==> config.mk <==
export PLATFORM = sky130hd
export DESIGN_NAME = rxbd_rx_engine
export DESIGN_NICKNAME = d
export VERILOG_FILES = /design/src/rtl/rxbd_pkg.sv /design/src/rtl/rxbd_cfg.sv /design/src/rtl/rxbd_track.sv /design/src/rtl/rxbd_rx_engine.sv
export SDC_FILE = /design/constraint.sdc
export NUM_CORES = 1
export LEC_CHECK = 0
export BUFFER_PORTS_ARGS = -buffer_cell sky130_fd_sc_hd__buf_2
export CAP_MARGIN = 15
export CORE_MARGIN = 5
export CORE_UTILIZATION = 38
export CTS_CLUSTER_DIAMETER = 60
export DETAILED_ROUTE_END_ITERATION = 8
export SLEW_MARGIN = 15
export SYNTH_ARGS = -nofsm -noshare
export SYNTH_HDL_FRONTEND = slang
export SYNTH_HIERARCHICAL = 1
export SYNTH_SLANG_ARGS = --single-unit
==> constraint.sdc <==
create_clock -name clk -period 3.4 [get_ports clk]
set_input_delay 0.68 -clock clk [delete_from_list [all_inputs] [get_ports clk]]
set_output_delay 0.68 -clock clk [all_outputs]
set_load 0.005 [all_outputs]
==> src/rtl/rxbd_pkg.sv <==
package rxbd_pkg;

   typedef enum logic [3:0] {
      S_IDLE,
      S_RD0,
      S_RD1,
      S_RD2,
      S_RD3,
      S_RUN,
      S_WLO,
      S_WHI,
      S_CLEN,
      S_CSTAT,
      S_HOLD
   } rx_state_e;

   localparam int EMPTY_BIT = 15;
   localparam int WRAP_BIT  = 13;
   localparam int ERR_BIT   = 1;
   localparam int BD_BYTES  = 8;
   localparam int OFS_LEN   = 2;
   localparam int OFS_AHI   = 4;
   localparam int OFS_ALO   = 6;

endpackage

==> src/rtl/rxbd_cfg.sv <==
module rxbd_cfg #(
   parameter int BD_AW = 10,
   parameter int LEN_W = 16
) (
   input  logic             clk,
   input  logic             rst_n,
   input  logic             rx_en,
   input  logic [BD_AW-1:0] cfg_base,
   input  logic [LEN_W-1:0] cfg_len,
   input  logic             take_len,
   output logic [BD_AW-1:0] base_q,
   output logic [LEN_W-1:0] len_q
);

   localparam int ALIGN_W = 3;

   always_ff @(posedge clk) begin
      if (!rst_n) begin
         base_q <= '0;
         len_q  <= '0;
      end else begin
         if (!rx_en)
            base_q <= {cfg_base[BD_AW-1:ALIGN_W], {ALIGN_W{1'b0}}};
         if (take_len)
            len_q <= cfg_len;
      end
   end

   AST_BASE_FROZEN: assert property (@(posedge clk) disable iff (!rst_n)
      (rx_en && $past(rx_en)) |-> $stable(base_q));

   AST_LEN_HELD: assert property (@(posedge clk) disable iff (!rst_n)
      !take_len |=> $stable(len_q));

endmodule

==> src/rtl/rxbd_track.sv <==
module rxbd_track #(
   parameter int MEM_AW = 32,
   parameter int LEN_W  = 16
) (
   input  logic              clk,
   input  logic              rst_n,
   input  logic              load,
   input  logic [MEM_AW-1:0] load_addr,
   input  logic [LEN_W-1:0]  load_len,
   input  logic              step,
   output logic [MEM_AW-1:0] dptr,
   output logic [LEN_W-1:0]  remain
);

   always_ff @(posedge clk) begin
      if (!rst_n) begin
         dptr   <= '0;
         remain <= '0;
      end else if (load) begin
         dptr   <= load_addr;
         remain <= load_len;
      end else if (step) begin
         dptr   <= dptr + 1'b1;
         remain <= remain - 1'b1;
      end
   end

   AST_NO_OVERFLOW: assert property (@(posedge clk) disable iff (!rst_n)
      step |-> remain != '0);

   AST_DPTR_STEP: assert property (@(posedge clk) disable iff (!rst_n)
      (step && !load) |=> dptr == $past(dptr) + 1'b1);

endmodule

==> src/rtl/rxbd_rx_engine.sv <==
module rxbd_rx_engine
   import rxbd_pkg::*;
#(
   parameter int BD_AW        = 10,
   parameter int MEM_AW       = 32,
   parameter int LEN_W        = 16,
   parameter bit SUPPORT_WIDE = 1'b1
) (
   input  logic              clk,
   input  logic              rst_n,
   input  logic              rx_en,
   input  logic [BD_AW-1:0]  cfg_base,
   input  logic [LEN_W-1:0]  cfg_mrblr,
   input  logic              cfg_wide,
   input  logic              chr_valid,
   input  logic [15:0]       chr_data,
   input  logic              chr_eof,
   input  logic              chr_err,
   output logic              bd_re,
   output logic              bd_we,
   output logic [BD_AW-1:0]  bd_addr,
   output logic [15:0]       bd_wdata,
   input  logic [15:0]       bd_rdata,
   output logic              mem_we,
   output logic [MEM_AW-1:0] mem_addr,
   output logic [7:0]        mem_wdata,
   output logic              rx_busy,
   output logic              irq_done
);

   localparam int PAD_W = 16 - LEN_W;

   if (BD_AW < 4) begin : g_bad_bdaw
      $error("BD_AW must be at least 4");
   end
   if (MEM_AW < 1 || MEM_AW > 32) begin : g_bad_memaw
      $error("MEM_AW must be between 1 and 32");
   end
   if (LEN_W < 2 || LEN_W > 16) begin : g_bad_lenw
      $error("LEN_W must be between 2 and 16");
   end

   rx_state_e         state;
   logic [BD_AW-1:0]  bd_ptr;
   logic [15:0]       stat_q;
   logic [15:0]       ahi_q;
   logic [15:0]       chr_q;
   logic              eof_q, err_q, wide_q, busy_q;
   logic              wide_en;
   logic              take_bd, step, closing;
   logic [BD_AW-1:0]  base_q;
   logic [LEN_W-1:0]  len_q;
   logic [MEM_AW-1:0] dptr;
   logic [LEN_W-1:0]  remain;
   logic [31:0]       buf_addr;
   logic [LEN_W-1:0]  used;

   if (SUPPORT_WIDE) begin : g_wide
      assign wide_en = cfg_wide;
   end else begin : g_narrow
      assign wide_en = 1'b0;
   end

   assign take_bd  = (state == S_RD3) && stat_q[EMPTY_BIT];
   assign step     = (state == S_WLO) || (state == S_WHI);
   assign closing  = (state == S_CLEN) || (state == S_CSTAT);
   assign buf_addr = {ahi_q, bd_rdata};
   assign used     = len_q - remain;

   rxbd_cfg #(.BD_AW(BD_AW), .LEN_W(LEN_W)) u_cfg (
      .clk      (clk),
      .rst_n    (rst_n),
      .rx_en    (rx_en),
      .cfg_base (cfg_base),
      .cfg_len  (cfg_mrblr),
      .take_len (take_bd),
      .base_q   (base_q),
      .len_q    (len_q)
   );

   rxbd_track #(.MEM_AW(MEM_AW), .LEN_W(LEN_W)) u_track (
      .clk       (clk),
      .rst_n     (rst_n),
      .load      (take_bd),
      .load_addr (buf_addr[MEM_AW-1:0]),
      .load_len  (cfg_mrblr),
      .step      (step),
      .dptr      (dptr),
      .remain    (remain)
   );

   always_ff @(posedge clk) begin
      if (!rst_n) begin
         state  <= S_IDLE;
         bd_ptr <= '0;
         stat_q <= '0;
         ahi_q  <= '0;
         chr_q  <= '0;
         eof_q  <= 1'b0;
         err_q  <= 1'b0;
         wide_q <= 1'b0;
         busy_q <= 1'b0;
      end else if (!rx_en && !closing) begin
         state  <= S_IDLE;
         busy_q <= 1'b0;
         err_q  <= 1'b0;
         bd_ptr <= base_q;
      end else begin
         case (state)
            S_IDLE: begin
               bd_ptr <= base_q;
               if (rx_en) state <= S_RD0;
            end
            S_RD0: state <= S_RD1;
            S_RD1: begin
               stat_q <= bd_rdata;
               state  <= S_RD2;
            end
            S_RD2: begin
               ahi_q <= bd_rdata;
               state <= S_RD3;
            end
            S_RD3: begin
               busy_q <= !stat_q[EMPTY_BIT];
               state  <= stat_q[EMPTY_BIT] ? S_RUN : S_HOLD;
            end
            S_RUN: begin
               if (chr_valid) begin
                  if (chr_err) begin
                     err_q <= 1'b1;
                     state <= S_CLEN;
                  end else begin
                     chr_q  <= chr_data;
                     eof_q  <= chr_eof;
                     wide_q <= wide_en;
                     state  <= S_WLO;
                  end
               end
            end
            S_WLO: begin
               if (remain == LEN_W'(1))  state <= S_CLEN;
               else if (wide_q)          state <= S_WHI;
               else if (eof_q)           state <= S_CLEN;
               else                      state <= S_RUN;
            end
            S_WHI: begin
               if (remain == LEN_W'(1) || eof_q) state <= S_CLEN;
               else                              state <= S_RUN;
            end
            S_CLEN: state <= S_CSTAT;
            S_CSTAT: begin
               err_q  <= 1'b0;
               bd_ptr <= stat_q[WRAP_BIT] ? base_q : bd_ptr + BD_AW'(BD_BYTES);
               state  <= rx_en ? S_RD0 : S_IDLE;
            end
            S_HOLD: if (chr_valid) state <= S_RD0;
            default: state <= S_IDLE;
         endcase
      end
   end

   always_comb begin
      bd_re    = 1'b0;
      bd_we    = 1'b0;
      bd_addr  = bd_ptr;
      bd_wdata = '0;
      case (state)
         S_RD0: bd_re = 1'b1;
         S_RD1: begin
            bd_re   = 1'b1;
            bd_addr = bd_ptr + BD_AW'(OFS_AHI);
         end
         S_RD2: begin
            bd_re   = 1'b1;
            bd_addr = bd_ptr + BD_AW'(OFS_ALO);
         end
         S_CLEN: begin
            bd_we    = 1'b1;
            bd_addr  = bd_ptr + BD_AW'(OFS_LEN);
            bd_wdata = {{PAD_W{1'b0}}, used};
         end
         S_CSTAT: begin
            bd_we    = 1'b1;
            bd_wdata = stat_q;
            bd_wdata[EMPTY_BIT] = 1'b0;
            if (err_q) bd_wdata[ERR_BIT] = 1'b1;
         end
         default: ;
      endcase
   end

   assign mem_we    = step;
   assign mem_addr  = dptr;
   assign mem_wdata = (state == S_WHI) ? chr_q[15:8] : chr_q[7:0];
   assign rx_busy   = busy_q;
   assign irq_done  = (state == S_CSTAT);

   AST_DONE_PULSE: assert property (@(posedge clk) disable iff (!rst_n)
      irq_done |=> !irq_done);

   AST_NO_WRITE_BUSY: assert property (@(posedge clk) disable iff (!rst_n)
      mem_we |-> !rx_busy);

   AST_WRAP_BASE: assert property (@(posedge clk) disable iff (!rst_n)
      (irq_done && stat_q[WRAP_BIT]) |=> bd_ptr == $past(base_q));

   AST_IDLE_QUIET: assert property (@(posedge clk) disable iff (!rst_n)
      (!rx_en && !closing) |=> !mem_we && !bd_re);

endmodule

==> impl_metrics.env <==
export IMPL_outcome="finished clean"
export IMPL_start_kind="flip-flop"
export IMPL_fillCellCount=2125
export IMPL_ys_warn_count=6
export IMPL_hold_violations=0
export IMPL_gr_total_overflow=0
export IMPL_seqPwrFrac_pct=44.7
export IMPL_finalSetupTns_ns=0
export IMPL_drtAntennaViolNets=0
export IMPL_slowest_stage="dfxtp_2"
export IMPL_finalCritPeriodShare_pct=96.3
export IMPL_htreeDepth=4
export IMPL_firstDrtPassIters=5
export IMPL_p_total_w=0.00365
export IMPL_period_needed_ns=3.27
export IMPL_ios=136
export IMPL_path_cells="inv_1, ha_1, nor2b_2, o31ai_2, a32oi_2, a311oi_2, xor2_1, o21ai_0, buf_2"
export IMPL_place_hpwl_mm=18.0
export IMPL_p_comb_share_pct=4.9
export IMPL_r2r_end="u_track/dptr[20]$_SDFFE_PN0P_"
export IMPL_drtIter0Drc=618
export IMPL_drv_cap=0
export IMPL_synth_edf_count=0
export IMPL_cts_inserted_buffers=17
export IMPL_clock_path_buffers=2
export IMPL_vias=7645
export IMPL_cp_required_ns=2.72
export IMPL_startpoint="u_track/remain[2]$_SDFFE_PN0P_"
export IMPL_leakage_nw=3.64
export IMPL_ir_worst_vdd_v=0.000362
export IMPL_drv_slew=0
export IMPL_preCtsSetupSlack_ns=0.322
export IMPL_multi_input_area_um2=4740
export IMPL_path_clk_slew_ns=0.06
export IMPL_drcViolationCount=0
export IMPL_final_nets=1197
export IMPL_ff_latch_area_um2=2760
export IMPL_cp_num_cells=9
export IMPL_setup_viol=0
export IMPL_clk_latency_ns=0.43
export IMPL_path_class="flip-flop to output pin"
export IMPL_finalClockSkew_ns=0.00687
export IMPL_yosysTopAreaCell="dfxtp_1"
export IMPL_crit_family="compound AO/OA/AOI/OAI gates"
export IMPL_yosysSeqAreaShare_pct=34.9
export IMPL_r2r_start="state[2]$_SDFFE_PP0P_"
export IMPL_worst_pin_slew_ns=0.880
export IMPL_p_int_w=0.00279
export IMPL_num_antenna_cells=0
export IMPL_clock_sinks=137
export IMPL_place_gp_congestion=0.894
export IMPL_arrival_ns=2.59
export IMPL_rsz0062_at_grt="false"
export IMPL_drive_above_1_share_pct=21.4
export IMPL_netSwitchingFraction_pct=23.5
export IMPL_ys_async_sr_fraction_pct=0
export IMPL_hold_class="flip-flop to flip-flop"
export IMPL_whs_ns=0.452
export IMPL_synth_top_area_share_pct=34.9
export IMPL_die_area_um2=23700
export IMPL_cp_max_fo=7
export IMPL_max_clock_freq_mhz=305
export IMPL_synth_area_um2=7870
export IMPL_cp_buffers_inverters=2
export IMPL_synth_area_top_cells="dfxtp_1, nand2_1, a21oi_1"
export IMPL_vias_per_cell=5.49
export IMPL_wl_mm=24.5
export IMPL_root_buffer="clkbuf_16"
export IMPL_layout_setup_ws_ns=0.126
export IMPL_synth_cells=989
export IMPL_relSlewSlack_pct=40.8
export IMPL_worstSetupEndpoint="bd_wdata[12]"
export IMPL_ff2ff_setup_slack_ns=0.70
export IMPL_wl_per_cell_um=17.6
export IMPL_rr_worst_depth=7
export IMPL_row_count=52
export IMPL_grt_max_degree=42
export IMPL_power_density_nw_per_um2=388
export IMPL_die_x_um=154
export IMPL_core_area_um2=20300
export IMPL_initial_core_util_pct=38.8
export IMPL_worst_setup_path_end_kind="output pin"
export IMPL_synth_seq_cells=137
export IMPL_die_y_um=154
export IMPL_io_buffers=132
export IMPL_grt_util_all_layers_pct=20.2
export IMPL_grt_pass1_vias=7115
export IMPL_clkPwrFrac_pct=50.4
export IMPL_switchingPower_w=0.000856
export IMPL_synth_distinct_cells=85
export IMPL_area_growth_pct=19.4
export IMPL_antenna_found_initial=0
export IMPL_grt_pass1_wl_mm=38.8
export IMPL_ys_flop_type="dfxtp_1"
export IMPL_syn_avg_cell_area_um2=7.95
export IMPL_critPathMaxStageDelay_ns=0.38
export IMPL_cts_tree="yes"
timing repair:
item                       in CTS  in global routing
pin swaps                       0                  2
cloned                          0                  0
hold buffers                    0                  0
setup endpoints to repair       4                  8
gates resized for setup         5                 13
buffers inserted                0                  1
placed cells by master (no fill, tap or decap), types with 8 or more instances in the layout:
| cell | n |
|---|---|
| a211oi_1 | 15 |
| a21oi_1 | 96 |
| a31oi_1 | 13 |
| and4_1 | 10 |
| buf_2 | 132 |
| buf_4 | 23 |
| clkbuf_16 | 17 |
| dfxtp_1 | 131 |
| ha_1 | 19 |
| inv_1 | 30 |
| mux2_2 | 8 |
| mux2i_1 | 28 |
| nand2_1 | 164 |
| nand3_1 | 27 |
| nand4_1 | 19 |
| nor2_1 | 51 |
| nor2b_1 | 30 |
| nor3_1 | 17 |
| nor4_1 | 13 |
| o21ai_0 | 67 |
| o31ai_1 | 13 |
| or3_1 | 9 |
| or4_1 | 10 |
| xnor2_1 | 18 |
| xor2_1 | 22 |
kinds of logic after synthesis:
family	count (synthesis)	share of synthesized area, %
compound gates	256	19.8
xor+xnor	40	4.45
fa+ha+maj	22	3.69
buf+inv	88	5.60
flops	137	34.9
mux	36	4.71
other cells	1	0.0477
simple gates	409	26.8
how the worst min path moves through the flow:
stage,from,to,cells past startpoint
floorplan,ahi_q[0]$_SDFFE_PN0P_,ahi_q[0]$_SDFFE_PN0P_,2
global placement,ahi_q[0]$_SDFFE_PN0P_,ahi_q[0]$_SDFFE_PN0P_,2
detailed placement,ahi_q[4]$_SDFFE_PN0P_,ahi_q[4]$_SDFFE_PN0P_,2
CTS,ahi_q[4]$_SDFFE_PN0P_,ahi_q[4]$_SDFFE_PN0P_,2
global route,ahi_q[15]$_SDFFE_PN0P_,ahi_q[15]$_SDFFE_PN0P_,2
finish,chr_q[9]$_SDFFE_PN0P_,chr_q[9]$_SDFFE_PN0P_,2
state kept, by name, summed over array words and instances, names as in the netlist:
register        count
ahi_q              16
bd_ptr             10
chr_q              16
eof_q               1
err_q               1
rx_busy             1
stat_q             16
state               4
u_cfg/base_q        7
u_cfg/len_q        16
u_track/dptr       32
u_track/remain     16
wide_q              1
cell usage after synthesis (all sizes together) (5+ instances only):
cell type,n
nand2,166
dfxtp,137
a21oi,97
o21ai,70
nor2,54
inv,32
clkbuf,31
nor2b,31
nand3,30
mux2i,28
buf,22
xor2,22
ha,20
nand4,20
nor3,19
xnor2,18
a211oi,15
o31ai,15
nor4,14
a31oi,13
or4,11
and4,10
or3,10
nor3b,9
and3,8
mux2,8
nand2b,7
a21o,6
a311oi,5
and2,5
routing by layer:
metal / up-vias / global-route usage (%) / routed length, µm
li1: 3789 / - / -
met1: 3567 / 28.3 / 11400
met2: 248 / 30.6 / 11000
met3: 41 / 5.09 / 1500
met4: 0 / 6.52 / 527
met5: - / 0 / 0
worst register-to-register path, stage by stage, from the launching register on:
cell and delay [ns]:
dfxtp_1 0.37, buf_4 0.23, nand2_1 0.12, nor2_2 0.47
and4_1 0.39, nand3_1 0.30, or4_1 0.59, a31oi_1 0.16
layout make-up:
class	instances	share of cell area, %
multi-input combinational	766	50.5
sequential	137	29.3
timing repair buffer	156	9.08
clock buffer	22	5.26
tap	270	3.60
inverter	32	1.28
clock inverter	9	0.959
power groups by stage:
stage / Combinational [W] / Sequential [W] / Clock (W)
after floorplan: 0.0000917 / 0.00166 / 0
after global placement: 0.000178 / 0.00167 / 0
after detailed placement: 0.000178 / 0.00167 / 0
after CTS: 0.000178 / 0.00163 / 0.00187
after global routing: 0.000197 / 0.00163 / 0.00195
final: 0.000179 / 0.00163 / 0.00184
stage by stage:
stage          std cells  area (µm²)  util, %
2_1_floorplan        991        7870        -
3_3_place_gp        1360        8740     43.1
3_5_place_dp        1360        8740     43.1
4_1_cts             1391        9340     46.0
5_1_grt             1392        9400     46.3
6_report            1392        9400     46.3
No activity file was read; power rests on OpenSTA's default activity.
